File: src/rtl/esc_tx_pkg.sv
package esc_tx_pkg;

    localparam int FRAME_BITS = 16;
    localparam int THR_W      = 11;
    localparam int SUM_W      = 4;
    localparam int NUM_RATES  = 4;

    typedef enum logic [1:0] {
        ST_IDLE = 2'd0,
        ST_BITS = 2'd1,
        ST_GAP  = 2'd2
    } tx_state_e;

    // integer division rounded to nearest, halves up
    function automatic longint unsigned round_div(longint unsigned num, longint unsigned den);
        return (2 * num + den) / (2 * den);
    endfunction

endpackage

File: src/rtl/esc_tx_timing.sv
module esc_tx_timing
    import esc_tx_pkg::*;
#(
    parameter int unsigned CLK_HZ    = 50_000_000,
    parameter int unsigned BASE_RATE = 150_000,
    parameter int unsigned CNT_W     = 9
) (
    input  logic [1:0]       mode,
    output logic [CNT_W-1:0] period_cyc,
    output logic [CNT_W-1:0] t0h_cyc,
    output logic [CNT_W-1:0] t1h_cyc
);

    logic [CNT_W-1:0] per_tab [NUM_RATES];
    logic [CNT_W-1:0] lo_tab  [NUM_RATES];
    logic [CNT_W-1:0] hi_tab  [NUM_RATES];

    for (genvar i = 0; i < NUM_RATES; i++) begin : g_rate
        localparam longint unsigned RATE = longint'(BASE_RATE) * (64'd1 << i);
        localparam longint unsigned PER  = round_div(longint'(CLK_HZ), RATE);
        localparam longint unsigned LO   = round_div(longint'(CLK_HZ) * 3, RATE * 8);
        localparam longint unsigned HI   = round_div(longint'(CLK_HZ) * 3, RATE * 4);
        assign per_tab[i] = CNT_W'(PER);
        assign lo_tab[i]  = CNT_W'(LO);
        assign hi_tab[i]  = CNT_W'(HI);
    end

    assign period_cyc = per_tab[mode];
    assign t0h_cyc    = lo_tab[mode];
    assign t1h_cyc    = hi_tab[mode];

endmodule

File: src/rtl/esc_tx_sum.sv
module esc_tx_sum #(
    parameter int DATA_W = 12,
    parameter int SUM_W  = 4
) (
    input  logic [DATA_W-1:0] data,
    output logic [SUM_W-1:0]  sum
);

    localparam int NIBS = DATA_W / SUM_W;

    logic [SUM_W-1:0] part [NIBS+1];

    assign part[0] = '0;
    for (genvar n = 0; n < NIBS; n++) begin : g_nib
        assign part[n+1] = part[n] ^ data[n*SUM_W +: SUM_W];
    end

    assign sum = part[NIBS];

endmodule

File: src/rtl/esc_frame_tx.sv
module esc_frame_tx
    import esc_tx_pkg::*;
#(
    parameter int unsigned CLK_HZ    = 50_000_000,
    parameter int unsigned BASE_RATE = 150_000,
    parameter int unsigned IDLE_W    = 6
) (
    input  logic              clk,
    input  logic              rst_n,
    input  logic [1:0]        mode_i,
    input  logic [IDLE_W-1:0] idle_bits_i,
    input  logic              s_valid,
    output logic              s_ready,
    input  logic [THR_W-1:0]  throttle_i,
    input  logic              telem_i,
    output logic              line_o,
    output logic              busy_o
);

    localparam int unsigned MAX_PER = int'(round_div(longint'(CLK_HZ), longint'(BASE_RATE)));
    localparam int unsigned CNT_W   = $clog2(MAX_PER + 1);
    localparam int unsigned IDX_W   = $clog2(FRAME_BITS);
    localparam int unsigned PAY_W   = THR_W + 1;

    typedef struct packed {
        tx_state_e              st;
        logic [FRAME_BITS-1:0]  shreg;
        logic [1:0]             mode;
        logic [IDLE_W-1:0]      gap;
        logic [IDX_W-1:0]       bit_idx;
        logic [CNT_W-1:0]       cyc;
    } tx_regs_t;

    tx_regs_t r_d, r_q;

    logic [CNT_W-1:0] period_cyc, t0h_cyc, t1h_cyc;
    logic [SUM_W-1:0] sum;
    logic             period_end;

    esc_tx_timing #(
        .CLK_HZ    (CLK_HZ),
        .BASE_RATE (BASE_RATE),
        .CNT_W     (CNT_W)
    ) u_timing (
        .mode       (r_q.mode),
        .period_cyc (period_cyc),
        .t0h_cyc    (t0h_cyc),
        .t1h_cyc    (t1h_cyc)
    );

    esc_tx_sum #(
        .DATA_W (PAY_W),
        .SUM_W  (SUM_W)
    ) u_sum (
        .data ({throttle_i, telem_i}),
        .sum  (sum)
    );

    assign period_end = (r_q.cyc == period_cyc - CNT_W'(1));

    always_comb begin
        r_d = r_q;
        unique case (r_q.st)
            ST_IDLE: begin
                if (s_valid) begin
                    r_d.st      = ST_BITS;
                    r_d.shreg   = {throttle_i, telem_i, sum};
                    r_d.mode    = mode_i;
                    r_d.gap     = (idle_bits_i < IDLE_W'(2)) ? IDLE_W'(2) : idle_bits_i;
                    r_d.bit_idx = IDX_W'(FRAME_BITS - 1);
                    r_d.cyc     = '0;
                end
            end
            ST_BITS: begin
                if (period_end) begin
                    r_d.cyc   = '0;
                    r_d.shreg = {r_q.shreg[FRAME_BITS-2:0], 1'b0};
                    if (r_q.bit_idx == '0) begin
                        r_d.st = ST_GAP;
                    end else begin
                        r_d.bit_idx = r_q.bit_idx - IDX_W'(1);
                    end
                end else begin
                    r_d.cyc = r_q.cyc + CNT_W'(1);
                end
            end
            ST_GAP: begin
                if (period_end) begin
                    r_d.cyc = '0;
                    if (r_q.gap == IDLE_W'(1)) begin
                        r_d.st = ST_IDLE;
                    end else begin
                        r_d.gap = r_q.gap - IDLE_W'(1);
                    end
                end else begin
                    r_d.cyc = r_q.cyc + CNT_W'(1);
                end
            end
            default: r_d.st = ST_IDLE;
        endcase
    end

    always_ff @(posedge clk) begin
        if (!rst_n) begin
            r_q <= '{st: ST_IDLE, default: '0};
        end else begin
            r_q <= r_d;
        end
    end

    assign s_ready = (r_q.st == ST_IDLE);
    assign busy_o  = (r_q.st != ST_IDLE);
    assign line_o  = (r_q.st == ST_BITS) &&
                     (r_q.cyc < (r_q.shreg[FRAME_BITS-1] ? t1h_cyc : t0h_cyc));

endmodule

File: config.mk
export PLATFORM = sky130hd
export DESIGN_NAME = esc_frame_tx
export DESIGN_NICKNAME = d
export VERILOG_FILES = /design/src/rtl/esc_tx_pkg.sv /design/src/rtl/esc_tx_timing.sv /design/src/rtl/esc_tx_sum.sv /design/src/rtl/esc_frame_tx.sv
export SDC_FILE = /design/constraint.sdc
export NUM_CORES = 1
export LEC_CHECK = 0
export BUFFER_PORTS_ARGS = -buffer_cell sky130_fd_sc_hd__clkbuf_2
export CORE_MARGIN = 3
export CORE_UTILIZATION = 50
export DETAILED_ROUTE_END_ITERATION = 10
export GPL_TIMING_DRIVEN = 0
export PLACE_DENSITY_LB_ADDON = 0.08
export SLEW_MARGIN = 40
export SYNTH_ARGS = -nofsm -noshare
export SYNTH_HDL_FRONTEND = slang
export SYNTH_SLANG_ARGS = --single-unit
File: constraint.sdc
create_clock -name clk -period 3.9 [get_ports clk]
set_clock_uncertainty 0.15 [all_clocks]
set_input_delay 0.585 -clock clk [delete_from_list [all_inputs] [get_ports clk]]
set_output_delay 0.585 -clock clk [all_outputs]
set_load 0.05 [all_outputs]
==> results.yml <==
floorplan:
  coreArea_sq_um: 4880
  std_cell_rows: 25
  die_h_microns: 78.4
  floorplan.initialDensity_pct: 53.7
  io_pins: 26
  die_w_microns: 78.4
  die_area_sq_um: 6140
power:
  vdd_ir_drop_max_uv: 264
  p_leak_nw: 1.17
  p_per_area_nw_per_um2: 337
drt:
  drtPass1Iterations: 4
  post_drt_wl_per_cell_microns: 15.4
  ant_nets: 0
  route.detailed.drc: 0
  wl_microns: 6610
  viasPerCell: 5.96
  vias: 2563
  drt_iter0_drc: 151
worst_hold_path:
  min_path_type: "flop to flop"
critical_path:
  cp_num_buf_inv: 2
  crit_fanout: 6
  critical_path.top_delay_family: "compound AO/OA/AOI/OAI gates"
  end_kind: "output port"
  cp_slowest_cell: "a2111oi_0"
  cp_cell_sequence: "inv_1 > ha_1 > mux2i_1 > ha_1 > a21o_1 > a2111oi_0 > o21a_1 > clkbuf_2"
  cpPeakStageDelay_ps: 460
  cp.required_ps: 3160
  path_class: "flop to output port"
  crit_top_cell: "ha_1"
  arrival_ps: 2610
  worstSetupStartpointType: "flop"
cells_and_area:
  largest_reg_flops: 39
  mostFrequentLayoutCells: "dfxtp_1 (39), o21ai_0 (34), nor2_1 (25)"
  layout.nets: 404
  largest_register: "r_q"
  fin_util_pct: 59.8
  area_growth_pct: 11.4
  final_common_cell: "dfxtp_1"
  drive_above_1_share_pct: 13.8
  num_antenna_cells: 0
  reg_top3: "r_q (39)"
clock_tree:
  root_buffer: "clkbuf_8"
  postCtsSetupRepairBufs: 0
  cts_hold_buf: 0
  cts-htree-levels: 2
  clock_path_buffers: 2
  clkLatencyLatePin_ps: 290
  cts_sinks: 39
  clkTransAtPathRegs_ps: 80
  cts_buffers: 5
  cts_resized: 0
  cts_tree: "done"
grt:
  grt_pass1_vias: 2358
  grt_pass1_wl_microns: 11400
  grt_use_total_pct: 23.3
  grt_max_degree: 13
  antenna_found_initial: 0
  grt-ovfl-total: 0
logic_synthesis:
  synth_top_area_share_pct: 29.8
  syn_nets: 373
  synth_seq_area_share_pct: 29.8
  yosysWarnings: 0
  synthArstFlopShare_pct: 0
  synth_edf_count: 0
  yosys-top-cells-area: "dfxtp_1 (30%), ha_1 (9.1%), o21ai_0 (6.5%), a221oi_1 (4.0%), nand3_1 (3.8%)"
  ys_ff_latch: 39
  syn_area_sq_um: 2620
  synth_cells: 331
  synthDistinctLibCells: 51
  postSynthAreaPerCell_sq_um: 7.92
  synth_flop_cell: "dfxtp_1"
  synth_top_area_cell: "dfxtp_1"
timing:
  timing.fmax_mhz: 299
  worstMarginPinSlew_ps: 606
  max_slew_margin_pct: 58.4
  rsz0062_at_grt: "no"
  setup_violations: 0
  period_share_pct: 85.9
  slew_violations: 0
  hold_viol_final: 0
  setup_tns_ps: 0
  period_minus_slack_ps: 3350
place:
  port_buffers: 24
  hpwl_microns: 4890
  place.gp.congestion: 0.857
flow_run:
  drv_cap: 0
outcome:
  outcome: "finished clean"
[layer usage]
layer,global-route usage (%),share of wire (%),vias up
met5,0,0,-
met4,7.17,1.0,0
met3,3.56,4.1,5
met2,37.7,47,59
met1,32.0,48,1215
li1,-,-,1284
[worst min-delay path, delay by kind of cell (launching register included)]
| kind | cells | cell delay, ps |
|---|---|---|
| compound gates | 1 | 50 |
| flops | 1 | 320 |
| simple gates | 1 | 60 |
[where the power goes]
group	switching, mW	internal (mW)	leakage [nW]
Clock	0.146	0.145	0.0484
Sequential	0.0226	0.429	0.320
Combinational	0.154	0.0872	0.801
Total	0.323	0.661	1.17
[cell usage after synthesis, types with 3 or more instances]
| library cell | number |
|---|---|
| o21a_1 | 3 |
| a211oi_1 | 3 |
| a21o_1 | 4 |
| xnor2_1 | 11 |
| nand2_1 | 24 |
| ha_1 | 19 |
| a2111oi_0 | 6 |
| a221oi_1 | 12 |
| o21ai_0 | 34 |
| nor3_1 | 12 |
| nand3b_1 | 7 |
| xor2_1 | 6 |
| nor2_1 | 25 |
| a31oi_1 | 3 |
| inv_1 | 14 |
| nand3_1 | 20 |
| or3_1 | 4 |
| nand4_1 | 8 |
| or2_2 | 3 |
| clkbuf_1 | 18 |
| a22oi_1 | 4 |
| a21oi_1 | 14 |
| dfxtp_1 | 39 |
[through the flow]
step	hold WS (ps)	setup slack (ps)	power [mW]	instances	area, sq um
2_1_floorplan	294	1070	0.630	331	2620
3_3_place_gp	302	848	0.696	422	2820
3_5_place_dp	309	837	0.699	422	2820
4_1_cts	321	545	0.987	430	2920
5_1_grt	332	330	1.04	430	2920
6_report	320	551	0.984	430	2920
[cell families (layout without fill, tap and decap cells)]
logic type	Yosys count	after routing	synth area share (%)
multiplexers	4	4	1.62
flip-flops	39	39	29.8
AO/OA/AOI/OAI	96	96	24.7
AND/OR/NAND/NOR	122	122	24.1
adder cells (fa/ha/maj)	19	19	9.07
XOR/XNOR	17	17	5.68
buffers and inverters	34	66	4.97
[worst paths after layout]
path / startpoint / end / slack, ps / cells after the start
setup reg to reg: r_q[20] / r_q[15] / 790 / 8
hold / removal: r_q[21] / r_q[21] / 320 / 2
hold reg to reg: r_q[21] / r_q[21] / 320 / 2
setup / recovery: r_q[20] / line_o / 550 / 8
[area by class of cell]
class / instances / area [sq um]
Buffer: 20 / 77.6
Clock buffer: 7 / 86.3
Clock inverter: 1 / 8.76
Fill cell: 471 / 1960
Inverter: 14 / 52.6
Multi-Input combinational cell: 258 / 1710
Sequential cell: 39 / 781
Tap cell: 67 / 83.8
Timing Repair Buffer: 24 / 120
Power figures use the tool's default switching activity.
